File: src/rtl/sync_aligner_pkg.sv
// Package: shared state type for the word aligner.
// Assumes: nothing beyond IEEE 1800-2017.
package sync_aligner_pkg;

    // Alignment machine states
    typedef enum logic [1:0] {
        ST_HUNT   = 2'd0,   // no alignment, searching any offset
        ST_GATHER = 2'd1,   // offset chosen, counting patterns toward lock
        ST_LOCKED = 2'd2,   // aligned, no outstanding errors
        ST_FORGIVE= 2'd3    // aligned, carrying errors being forgiven
    } sa_state_e;

endpackage

File: src/rtl/sa_pattern_finder.sv
// Module: sa_pattern_finder
// Compares the alignment pattern against every bit offset of a window made
// of the current word plus enough history to hold a pattern that ends in the
// current word. Reports a hit vector indexed by the bit of the current word
// where the pattern ends, and the lowest such index.
// Assumes: bit 0 of a word is the earliest received; history starts at zero.
module sa_pattern_finder #(
    parameter int DATA_W  = 10,
    parameter int PAT_LEN = 10,
    parameter logic [PAT_LEN-1:0] PATTERN = 10'h17C
) (
    input  logic                       clk,
    input  logic                       rst_n,
    input  logic                       word_vld,
    input  logic [DATA_W-1:0]          word_in,
    output logic [DATA_W-1:0]          hit_vec,
    output logic                       hit_any,
    output logic [$clog2(DATA_W)-1:0]  hit_off
);
    localparam int OW     = $clog2(DATA_W);
    localparam int NW_RAW = (PAT_LEN + 2*DATA_W - 2) / DATA_W;
    localparam int NW     = (NW_RAW < 2) ? 2 : NW_RAW;
    localparam int HW     = (NW - 1) * DATA_W;
    localparam int WIN_W  = NW * DATA_W;
    localparam int SKEW   = WIN_W - PAT_LEN - DATA_W + 1;

    logic [HW-1:0]    hist_q;
    logic [WIN_W-1:0] win;

    assign win = {word_in, hist_q};

    // Keep the most recent HW stream bits for patterns spanning words
    always_ff @(posedge clk) begin
        if (!rst_n) begin
            hist_q <= '0;
        end else if (word_vld) begin
            hist_q <= win[WIN_W-1 -: HW];
        end
    end

    // One comparator per end position inside the current word
    for (genvar o = 0; o < DATA_W; o++) begin : g_cmp
        assign hit_vec[o] = (win[SKEW + o +: PAT_LEN] == PATTERN);
    end

    assign hit_any = |hit_vec;

    // Lowest end position wins when several offsets match
    always_comb begin
        hit_off = '0;
        for (int o = DATA_W - 1; o >= 0; o--) begin
            if (hit_vec[o]) hit_off = OW'(o);
        end
    end

endmodule

File: src/rtl/sa_sync_fsm.sv
// Module: sa_sync_fsm
// Acquisition and tracking state machine. Counts patterns at a fixed offset
// to reach lock, counts error words to lose it, and forgives one error per
// run of consecutive good words. Error flags dominate any coincident event.
// Assumes: thresholds are at least 1; one word per cycle when word_vld is high.
module sa_sync_fsm
    import sync_aligner_pkg::*;
#(
    parameter int DATA_W   = 10,
    parameter int LOCK_CNT = 3,
    parameter int LOSS_CNT = 3,
    parameter int GOOD_CNT = 4
) (
    input  logic                       clk,
    input  logic                       rst_n,
    input  logic                       word_vld,
    input  logic                       word_bad,
    input  logic [DATA_W-1:0]          hit_vec,
    input  logic                       hit_any,
    input  logic [$clog2(DATA_W)-1:0]  hit_off,
    output logic                       sync_ok,
    output logic [$clog2(DATA_W)-1:0]  bnd,
    output sa_state_e                  state
);
    localparam int OW   = $clog2(DATA_W);
    localparam int PADW = 1 << OW;
    localparam int CW_P = $clog2(LOCK_CNT + 1);
    localparam int CW_E = $clog2(LOSS_CNT + 1);
    localparam int CW_G = $clog2(GOOD_CNT + 1);

    sa_state_e         st_q, st_d;
    logic [CW_P-1:0]   pat_q, pat_d;
    logic [CW_E-1:0]   err_q, err_d;
    logic [CW_G-1:0]   good_q, good_d;
    logic [OW-1:0]     bnd_q, bnd_d;
    logic [PADW-1:0]   hit_pad;
    logic              hit_here;

    assign hit_pad  = PADW'(hit_vec);
    assign hit_here = hit_pad[bnd_q];

    // Next-state and counter update for one accepted word
    always_comb begin
        st_d   = st_q;
        pat_d  = pat_q;
        err_d  = err_q;
        good_d = good_q;
        bnd_d  = bnd_q;
        if (word_vld) begin
            unique case (st_q)
                ST_HUNT: begin
                    if (!word_bad && hit_any) begin
                        bnd_d = hit_off;
                        if (LOCK_CNT == 1) begin
                            st_d  = ST_LOCKED;
                            pat_d = '0;
                        end else begin
                            st_d  = ST_GATHER;
                            pat_d = CW_P'(1);
                        end
                    end
                end
                ST_GATHER: begin
                    if (word_bad) begin
                        pat_d = '0;
                    end else if (hit_here) begin
                        if (pat_q + CW_P'(1) == CW_P'(LOCK_CNT)) begin
                            st_d  = ST_LOCKED;
                            pat_d = '0;
                        end else begin
                            pat_d = pat_q + CW_P'(1);
                        end
                    end
                end
                ST_LOCKED: begin
                    if (word_bad) begin
                        good_d = '0;
                        if (LOSS_CNT == 1) begin
                            st_d  = ST_HUNT;
                            err_d = '0;
                        end else begin
                            st_d  = ST_FORGIVE;
                            err_d = CW_E'(1);
                        end
                    end
                end
                ST_FORGIVE: begin
                    if (word_bad) begin
                        good_d = '0;
                        if (err_q + CW_E'(1) == CW_E'(LOSS_CNT)) begin
                            st_d  = ST_HUNT;
                            err_d = '0;
                            pat_d = '0;
                        end else begin
                            err_d = err_q + CW_E'(1);
                        end
                    end else if (good_q + CW_G'(1) == CW_G'(GOOD_CNT)) begin
                        good_d = '0;
                        err_d  = err_q - CW_E'(1);
                        if (err_q == CW_E'(1)) st_d = ST_LOCKED;
                    end else begin
                        good_d = good_q + CW_G'(1);
                    end
                end
                default: st_d = ST_HUNT;
            endcase
        end
    end

    // State and counter registers
    always_ff @(posedge clk) begin
        if (!rst_n) begin
            st_q   <= ST_HUNT;
            pat_q  <= '0;
            err_q  <= '0;
            good_q <= '0;
            bnd_q  <= '0;
        end else begin
            st_q   <= st_d;
            pat_q  <= pat_d;
            err_q  <= err_d;
            good_q <= good_d;
            bnd_q  <= bnd_d;
        end
    end

    assign sync_ok = (st_q == ST_LOCKED) || (st_q == ST_FORGIVE);
    assign bnd     = bnd_q;
    assign state   = st_q;

endmodule

File: src/rtl/sync_aligner.sv
// Module: sync_aligner (top)
// Word-boundary acquisition for an 8b/10b stream: a pattern finder over all
// bit offsets feeding a threshold-driven sync state machine.
// Assumes: DATA_W is 10 or 20; decoder flags are aligned with word_in.
module sync_aligner
    import sync_aligner_pkg::*;
#(
    parameter int DATA_W   = 10,
    parameter int PAT_LEN  = 10,
    parameter logic [PAT_LEN-1:0] PATTERN = 10'h17C,
    parameter int LOCK_CNT = 3,
    parameter int LOSS_CNT = 3,
    parameter int GOOD_CNT = 4
) (
    input  logic                       clk,
    input  logic                       rst_n,
    input  logic                       word_vld,
    input  logic [DATA_W-1:0]          word_in,
    input  logic                       sym_err,
    input  logic                       disp_err,
    output logic                       sync_ok,
    output logic [$clog2(DATA_W)-1:0]  word_bnd
);
    localparam int OW = $clog2(DATA_W);

    logic [DATA_W-1:0] hit_vec;
    logic              hit_any;
    logic [OW-1:0]     hit_off;
    logic              word_bad;
    sa_state_e         fsm_state;

    assign word_bad = sym_err | disp_err;

    sa_pattern_finder #(
        .DATA_W  (DATA_W),
        .PAT_LEN (PAT_LEN),
        .PATTERN (PATTERN)
    ) u_find (
        .clk      (clk),
        .rst_n    (rst_n),
        .word_vld (word_vld),
        .word_in  (word_in),
        .hit_vec  (hit_vec),
        .hit_any  (hit_any),
        .hit_off  (hit_off)
    );

    sa_sync_fsm #(
        .DATA_W   (DATA_W),
        .LOCK_CNT (LOCK_CNT),
        .LOSS_CNT (LOSS_CNT),
        .GOOD_CNT (GOOD_CNT)
    ) u_fsm (
        .clk      (clk),
        .rst_n    (rst_n),
        .word_vld (word_vld),
        .word_bad (word_bad),
        .hit_vec  (hit_vec),
        .hit_any  (hit_any),
        .hit_off  (hit_off),
        .sync_ok  (sync_ok),
        .bnd      (word_bnd),
        .state    (fsm_state)
    );

endmodule

File: config.mk
export PLATFORM = sky130hd
export DESIGN_NAME = sync_aligner
export DESIGN_NICKNAME = d
export VERILOG_FILES = /design/src/rtl/sync_aligner_pkg.sv /design/src/rtl/sa_pattern_finder.sv /design/src/rtl/sa_sync_fsm.sv /design/src/rtl/sync_aligner.sv
export SDC_FILE = /design/constraint.sdc
export NUM_CORES = 1
export LEC_CHECK = 0
export ABC_AREA = 1
export ABC_CLOCK_PERIOD_IN_PS = 4710
export BUFFER_PORTS_ARGS = -buffer_cell sky130_fd_sc_hd__buf_2
export CAP_MARGIN = 40
export CORE_UTILIZATION = 62
export DETAILED_ROUTE_END_ITERATION = 10
export GPL_ROUTABILITY_DRIVEN = 0
export PLACE_DENSITY = 0.84
export SYNTH_ARGS = -nofsm -noshare
export SYNTH_HDL_FRONTEND = slang
export SYNTH_HIERARCHICAL = 1
export SYNTH_SLANG_ARGS = --single-unit
File: constraint.sdc
create_clock -name clk -period 4.71 [get_ports clk]
set_input_delay 0.7065 -clock clk [delete_from_list [all_inputs] [get_ports clk]]
set_output_delay 0.7065 -clock clk [all_outputs]
set_load 0.01 [all_outputs]
# Word-level counts from Yosys, hierarchy flattened
# Index checks and enable logic that the tools add are counted.
# W data, S select, Z words.
[op_classes]
n_reduce_logical = 12
add_sub_neg = 4
eq_ne = 28
mux = 36
magnitude_cmp = 1
bitwise = 1
[ops]
columns = ["operator", "count"]
rows = [
  ["$eq A10 B9 Y1 const B", 10],
  ["$mux W4", 10],
  ["$mux W2", 17],
  ["$ne A2 B1 Y1 const B", 6],
  ["$reduce_or A10 Y1", 1],
  ["$mux W3", 3],
  ["$ne A3 B1 Y1 const B", 3],
  ["$reduce_and A9 Y1", 1],
  ["$eq A2 B2 Y1 const B", 4],
  ["$pmux W2 S4", 1],
  ["$pmux W2 S3", 1],
  ["$pmux W3 S2", 1],
  ["$reduce_and A3 Y1", 2],
  ["$reduce_and A6 Y1", 1],
  ["$lt A4 B5 Y1 const B", 1],
  ["$add A2 B1 Y2 const B", 2],
  ["$bmux W1 S4", 1],
  ["$eq A2 B1 Y1 const B", 2],
  ["$pmux W2 S2", 1],
  ["$reduce_and A4 Y1", 1],
  ["$add A3 B1 Y3 const B", 1],
  ["$eq A3 B3 Y1 const B", 1],
  ["$ne A3 B3 Y1 const B", 1],
  ["$reduce_bool A3 Y1", 1],
  ["9 further kinds", 9],
]
[totals]
in_bits = 15
register_bits = 23

# Longest topological paths before layout
# Gate-level depths: netlist of run 1.
[logic_depth]
ltp_word = 11
depth_mapped = 16
ltp_nobuf = 16

# Modules after synthesis
# The synthesis of run 1 kept the hierarchy.
[modules_own_cells]
columns = ["module", "n_inst", "area_per_inst_um2", "cells_each", "seq_area_each_um2"]
rows = [
  ["sa_sync_fsm", 1, 922.1, 136, 260.2],
  ["sa_pattern_finder", 1, 724.4, 123, 180.2],
  ["sync_aligner", 1, 11.3, 3, 0.0],
]

# Worst setup path before layout of run 1
# No wires, ideal clock.
[synth_timing]
kind = "input to register"
from = "input word_in[6]"
to = "register u_fsm.st_q[0], in the netlist u_fsm/state[0]"
t_required_ns = 4.601
slack_ns = 2.637
arrival_time_ns = 1.964
path_stages = 15
setup_time_ns = 0.109
n_path_buf = 0
cell_sequence = "inv_1 > nor2_2 > nand2_4 > nor2_4 > clkinv_2 > nand2_2 > nor2_2 > nand3_1 > nand2_1 > a21oi_1 > inv_1 > nor3_2 > nand3_1 > nand2_1 > inv_1"
[synth_via]
elab_chain_len = 5
[synth_rtl]
columns = ["element", "line", "rtl"]
rows = [
  ["start, declared", "sync_aligner.sv:18", "input logic [DATA_W-1:0] word_in,"],
  ["$eq A10 B9 Y1", "sa_pattern_finder.sv:43", "assign hit_vec[o] = (win[SKEW + o +: PAT_LEN] == PATTERN);"],
  ["named net hit_vec[7]", "sync_aligner.sv:26", "logic [DATA_W-1:0] hit_vec;"],
  ["$reduce_or A10 Y1", "sa_pattern_finder.sv:46", "assign hit_any = |hit_vec;"],
  ["named net hit_any", "sync_aligner.sv:27", "logic hit_any;"],
  ["$logic_and A1 B1 Y1", "sa_sync_fsm.sv:52", "if (!word_bad && hit_any) begin"],
  ["$ne A2 B1 Y1 (no source line)", "n/a", ""],
  ["$reduce_and A9 Y1 (no source line)", "n/a", ""],
  ["end signal, assigned", "sa_sync_fsm.sv:119", "st_q <= st_d;"],
  ["end, declared", "sa_sync_fsm.sv:31", "sa_state_e st_q, st_d;"],
]
# The timed path passes the listed nets, and every way through them passes these cells. The select of a mux whose other input is x is not followed.
# A chain may end at the register's enable or synchronous reset.

# Worst setup path after layout of run 1
[layout_timing]
from = "input word_in[6]"
to = "register u_fsm.st_q[1], in the netlist u_fsm/state[1]"
[layout_via]
elab_chain_len = 5
[layout_rtl]
columns = ["element", "line"]
rows = [
  ["$eq A10 B9 Y1", "sa_pattern_finder.sv:43"],
  ["$reduce_or A10 Y1 (*)", "sa_pattern_finder.sv:46"],
  ["named net hit_any", "sync_aligner.sv:27"],
  ["$logic_and A1 B1 Y1 (*)", "sa_sync_fsm.sv:52"],
  ["$ne A2 B1 Y1 (no source line) (*)", "n/a"],
  ["$reduce_and A9 Y1 (no source line) (*)", "n/a"],
]
# Mark *: on every way through the listed nets, which the timed path passes. The rest lies on a longest branch. The select of a mux whose other input is x is not followed.

==> results.txt, run 1 <==
EDFF count, synth -> 0
Num rows -> 18
Synth Register Bits -> 22
GRT met3 Usage -> 5.08%
WHS -> 0.508 ns
DP HPWL -> 2740 um
Status -> finished, final reports clean
Vias per inst -> 5.34
Hold EP -> u_fsm/good_q[2]
Initial core utilization -> 66.3%
RSZ-0062 raised after global routing -> false
Dpl ws -> 2.35 ns
Max IR drop VDD -> 0.196 mV
Syn avg cell area -> 6.33 um2
Crit path DAT -> 2.29 ns
Grt total ovfl -> 0
I/O Pins -> 20
Largest area contributor in the netlist -> dfxtp_1
Clock Path Buffers -> 2
Synth cell types -> 30
Sequential share of the synthesized area -> 26.6%
Final setup viols -> 0
Warnings from Yosys -> 6
Static Leakage -> 0.000920 uW
Min cycle time layout -> 2.07 ns
WHS Path Cells -> 2
H-tree Lvls -> 1
Tcrit/Tclk final -> 43.9%
Die ar. -> 0.00288 mm2
Setup TNS -> 0 ns
Post-CTS resize count -> 0
Largest net degree at the start of global routing -> 21
Share of cells above drive strength 1 -> 17.9%
Synthesized cell area -> 0.00166 mm2
Die Wd -> 53.7 um
Clk slew on worst S/H paths -> 0.13 ns
Crit-path max cell delay -> 0.29 ns
Ys async rst share -> 0%
GR Util met1 -> 36.2%
Diode count -> 0
Fin area -> 0.00179 mm2
Worst R2R Setup Slack -> 2.68 ns
Vias in the first global route -> 1,377
Total power -> 384 uW
Setup ws final -> 2.64 ns
Slowest-stage cell, CP -> nor3_2
Largest cells by area after synthesis -> dfxtp_1 27%, inv_1 12%, nand2_1 7.9%
Predominant post-synthesis flop cell -> dfxtp_1
Initial antenna violation count -> 0
Critical-path cell list -> buf_2 > inv_1 > nand4_1 > inv_1 > nand3_1 > nand2_2 > nor2_2 > nand3_1 > nand2_1 > a21oi_1 > inv_1 > nor3_2 > nand3_2 > nand2_1 > nor2_1
Net count after synthesis -> 284
Skew-Pair Late Insertion Delay -> 0.31 ns
CP Class -> input pin to flop
Area post-placement -> 0.00175 mm2
Hold Buf Count CTS -> 0
Clock Sinks -> 22
Slew Limit Headroom -> 76.7%
CP dominant cell by count -> inv_1
Worst Max-Slew Pin Slew -> 0.349 ns
PD cells -> 215 mW/mm2
Routed vias -> 1,655
Post-route ant nets -> 0
Drt drc -> 0
Worst-path fanout max -> 4
Port-buffer cells -> 19
CP required -> 4.93 ns
Most common cell in the netlist -> inv_1
First-pass detailed-route iteration total -> 4
Met2 Track Usage GR -> 44.4%
Final max-slew violation count -> 0
Reg2reg path depth -> 13
Layout Nets -> 303
Final hold vios -> 0
Achievable frequency -> 0.484 GHz
Postcts setup bufs -> 0
CTS tree -> built
Syn Inst Count -> 262
R2r startpoint -> u_find/hist_q[9]
Max Cap Viol -> 0
Startpoint class of the critical path -> input pin
Capturing point of the worst reg2reg path -> u_fsm/state[1]
Global-route wire length before repair -> 5730 um
Hold Crit Start -> u_fsm/good_q[2]
CP endpoint kind -> flop
GRT Max-Usage Layer -> met2
Number of buffers created by CTS -> 3
Vert. Die Dim -> 53.7 um
Area share of the largest cell type after synthesis -> 26.6%
Root buffer selected by CTS -> clkbuf_4
Iteration-0 DRC Markers -> 68
Total wire length -> 3590 um
Core Footprint -> 0.00250 mm2
Synth top cells by count -> 51 x inv_1, 35 x nand2_1, 32 x nor2_1
P&R area growth vs syn -> 7.92%
Fin Clk Skew -> 0.00339 ns
Fillers -> 219
Routed length per placed instance -> 11.6 um
Hold WC Path Type -> flop to flop
GRT Overall Usage -> 27.5%
==> worst max-delay path: cells and delay by family <==
family / cells / cell delay, ns
buf+inv: 4 / 0.34
simple gates: 10 / 1.10
compound gates: 1 / 0.12
==> layout by cell type, fill, tap and decap left out, types with 5 or more instances in the layout <==
cell type	count
nor3_1	10
nand3_2	6
inv_1	51
buf_2	19
ha_1	7
dfxtp_1	22
nand3_1	19
nand2_1	35
inv_2	5
nor2_1	32
nand4_1	6
a21oi_1	26
o21ai_0	16
==> sequential cells by signal, indices dropped and copies added, names as in the netlist <==
name           cells
u_find/hist_q      9
u_fsm/bnd          4
u_fsm/err_q        2
u_fsm/good_q       3
u_fsm/pat_q        2
u_fsm/state        2
==> per-stage QoR <==
stage	instances	util, %
2_1_floorplan	262	-
4_1_cts	310	71.6
3_5_place_dp	306	70.1
3_3_place_gp	306	70.1
5_1_grt	310	71.6
6_report	310	71.6
==> kinds of logic after synthesis <==
kind of cell	after synthesis	share of synthesized area (%)
AND/OR/NAND/NOR	122	37.1
adder cells (fa/ha/maj)	7	5.28
buffers and inverters	63	15.5
AO/OA/AOI/OAI	48	15.6
flip-flops	22	26.6
==> per-layer routing <==
metal,part of all wire [%],vias to the layer above
li1,-,877
met1,46,711
met2,47,65
met3,7.3,2
met4,0.47,0
met5,0,-
==> worst max path at each step <==
stage / to / depth (start not counted) / from / slack (ns)
floorplan: u_fsm/state[0] / 15 / word_in[6] / 2.64
global placement: u_fsm/state[1] / 15 / word_in[6] / 2.37
detailed placement: u_fsm/state[1] / 15 / word_in[1] / 2.35
CTS: u_fsm/state[1] / 15 / word_in[1] / 2.69
global route: u_fsm/state[0] / 17 / word_in[6] / 2.46
finish: u_fsm/state[1] / 15 / word_in[6] / 2.64
==> where the power goes <==
part	internal, uW	switching (uW)	leakage, uW	total, uW
Combinational	23.1	43.0	0.000719	66.1
Clock	47.2	60.8	0.0000210	108
Sequential	196	13.7	0.000180	210
Total	267	117	0.000920	384
==> final cells by class <==
class / count / area [um2] / area share, %
timing repair buffer: 19 / 95.1 / 5.31
tap: 30 / 37.5 / 2.10
clock buffer: 4 / 36.3 / 2.03
inverter: 58 / 219 / 12.2
sequential: 22 / 440 / 24.6
multi-input combinational: 177 / 961 / 53.7
Power figures use the tool's default switching activity.
==> run 2, diff against run 1 <==
Settings changed: ABC_CLOCK_PERIOD_IN_PS 4710 to 2100, CORE_UTILIZATION 62 to 58, PLACE_DENSITY 0.84 to 0.8.
Clock period 4.71 ns to 2.1 ns, I/O delays scaled along.
==> results.txt, run 2 (synthesis gave the netlist of run 1 again) <==
Largest register FFs -> 9 (unchanged)
Largest register by flop count -> u_find/hist_q (unchanged)
Clk slew on worst S/H paths -> 0.13 ns (about the same)
Max Cap Viol -> 0 (unchanged)
WHS -> 0.234 ns (was 0.508 ns)
Layout Nets -> 303 (unchanged)
Slew Limit Headroom -> 77.2% (was 76.7%)
CP Class -> flop to flop (was input pin to flop)
Drt drc -> 0 (unchanged)
Core Footprint -> 0.00273 mm2 (was 0.00250 mm2)
Vias in the first global route -> 1,465 (was 1,377)
Initial antenna violation count -> 0 (unchanged)
Max IR drop VDD -> 0.495 mV (was 0.196 mV)
Clock Sinks -> 22 (unchanged)
Die Wd -> 55.5 um (was 53.7 um)
Skew-Pair Late Insertion Delay -> 0.32 ns (was 0.31 ns)
Achievable frequency -> 0.532 GHz
Area post-placement -> 0.00175 mm2 (about the same)
Postcts setup bufs -> 0 (unchanged)
Vias per inst -> 5.17 (was 5.34)
Die ar. -> 0.00308 mm2 (was 0.00288 mm2)
Number of buffers created by CTS -> 3 (unchanged)
Hold WC Path Type -> input pin to flop (was flop to flop)
Root buffer selected by CTS -> clkbuf_4 (unchanged)
CP required -> 2.33 ns (was 4.93 ns)
Worst Max-Slew Pin Slew -> 0.341 ns (was 0.349 ns)
Worst R2R Setup Slack -> 0.22 ns (was 2.68 ns)
Slowest-stage cell, CP -> dfxtp_1 (was nor3_2)
Post-CTS resize count -> 0 (unchanged)
Crit path DAT -> 2.11 ns (was 2.29 ns)
Startpoint class of the critical path -> flop (was input pin)
Status -> finished, final reports clean (unchanged)
Fin Clk Skew -> 0.0110 ns (was 0.00339 ns)
Commonest non-fill, non-tap cell in the layout -> inv_1 (unchanged)
CP dominant cell by count -> nand2_1 (was inv_1)
DP HPWL -> 2710 um (was 2740 um)
H-tree Lvls -> 1 (unchanged)
Register Area -> 444 um2 (was 440 um2)
Total power -> 947 uW (was 384 uW)
GRT Overall Usage -> 23.8% (was 27.5%)
Most frequent cells in the layout -> 51 x inv_1, 35 x nand2_1, 32 x nor2_1 (unchanged)
Num rows -> 19 (was 18)
Grt total ovfl -> 0 (unchanged)
Critical-path cell list -> nand2_1 > nor2_1 > nand3_1 > nand2_1 > nor2_1 > nand3_1 > nand2_1 > a21oi_1 > inv_1 > a21oi_1 > nand3_1 > nand2_1 > nor2_1 (was buf_2 > inv_1 > nand4_1 > inv_1 > nand3_1 > nand2_2 > nor2_2 > nand3_1 > nand2_1 > a21oi_1 > inv_1 > nor3_2 > nand3_2 > nand2_1 > nor2_1)
Routed vias -> 1,608 (was 1,655)
I/O Pins -> 20 (unchanged)
Share of cells above drive strength 1 -> 18.9% (was 17.9%)
Fillers -> 254 (was 219)
Routed length per placed instance -> 11.2 um (was 11.6 um)
Fin area -> 0.00182 mm2 (was 0.00179 mm2)
PD cells -> 521 mW/mm2 (was 215 mW/mm2)
Final setup viols -> 0 (unchanged)
Final core occ -> 66.5% (was 71.6%)
Post-route ant nets -> 0 (unchanged)
Tcrit/Tclk final -> 89.6%
Min cycle time layout -> 1.88 ns
Global-route wire length before repair -> 5990 um (was 5730 um)
Diode count -> 0 (unchanged)
Worst-path fanout max -> 5 (was 4)
Static Leakage -> 0.000928 uW (was 0.000920 uW)
Vert. Die Dim -> 55.5 um (was 53.7 um)
CP Buf/Inv Count -> 1 (was 4)
CP endpoint kind -> flop (unchanged)
Crit-path max cell delay -> 0.44 ns (was 0.29 ns)
CP delay by family, top -> simple AND/OR/NAND/NOR gates (unchanged)
First-pass detailed-route iteration total -> 4 (unchanged)
CTS tree -> built (unchanged)
Hold Buf Count CTS -> 0 (unchanged)
Largest net degree at the start of global routing -> 21 (unchanged)
Final hold vios -> 0 (unchanged)
Clock Path Buffers -> 2 (unchanged)
Total wire length -> 3490 um (was 3590 um)
P&R area growth vs syn -> 9.58% (was 7.92%)
Port-buffer cells -> 19 (unchanged)
Multi-input logic area -> 967 um2 (was 961 um2)
Setup TNS -> 0 ns (unchanged)
RSZ-0062 raised after global routing -> true (was false)
Iteration-0 DRC Markers -> 52 (was 68)
Initial core utilization -> 60.6% (was 66.3%)
Final max-slew violation count -> 0 (unchanged)
run 2: report_power, final:
group,internal [uW],switching [uW],leakage (uW),total [uW]
clock,193,135,0.0000279,328
combinational,52.8,95.8,0.000719,149
sequential,441,29.4,0.000181,470
total,687,260,0.000928,947
run 2: final timing paths:
path,to,from,cells after the start
setup / recovery,u_fsm/pat_q[0],u_find/hist_q[5],13
hold / removal,u_find/hist_q[9],word_in[9],3
hold reg to reg,u_fsm/good_q[1],u_fsm/good_q[1],2
setup reg to reg,u_fsm/pat_q[0],u_find/hist_q[5],13
run 2: tightest hold or removal path, cell delays in order:
cell,delay [ns]
buf_2,0.10
inv_1,0.04
a21oi_1,0.05
run 2: stage by stage:
| step | setup WS (ns) | instances |
|---|---|---|
| detailed placement | 0.135 | 307 |
| finish | 0.219 | 311 |
| global route | -0.0157 | 311 |
| CTS | 0.138 | 311 |
| floorplan | 0.411 | 262 |
| global placement | 0.152 | 307 |
run 2: layer usage:
layer / global-route usage (%) / share of wire [%]
met4: 9.29 / 0.86
met3: 3.98 / 3.1
met2: 38.7 / 44
met5: 0 / 0
met1: 31.5 / 52
run 2: final cells by class:
cell class                      count  share of cell area, %
Timing Repair Buffer               19                   5.23
Tap cell                           31                   2.13
Inverter                           58                   12.1
Multi-Input combinational cell    177                   53.2
Clock buffer                        3                   1.24
Sequential cell                    22                   24.4
Clock inverter                      1                   1.65
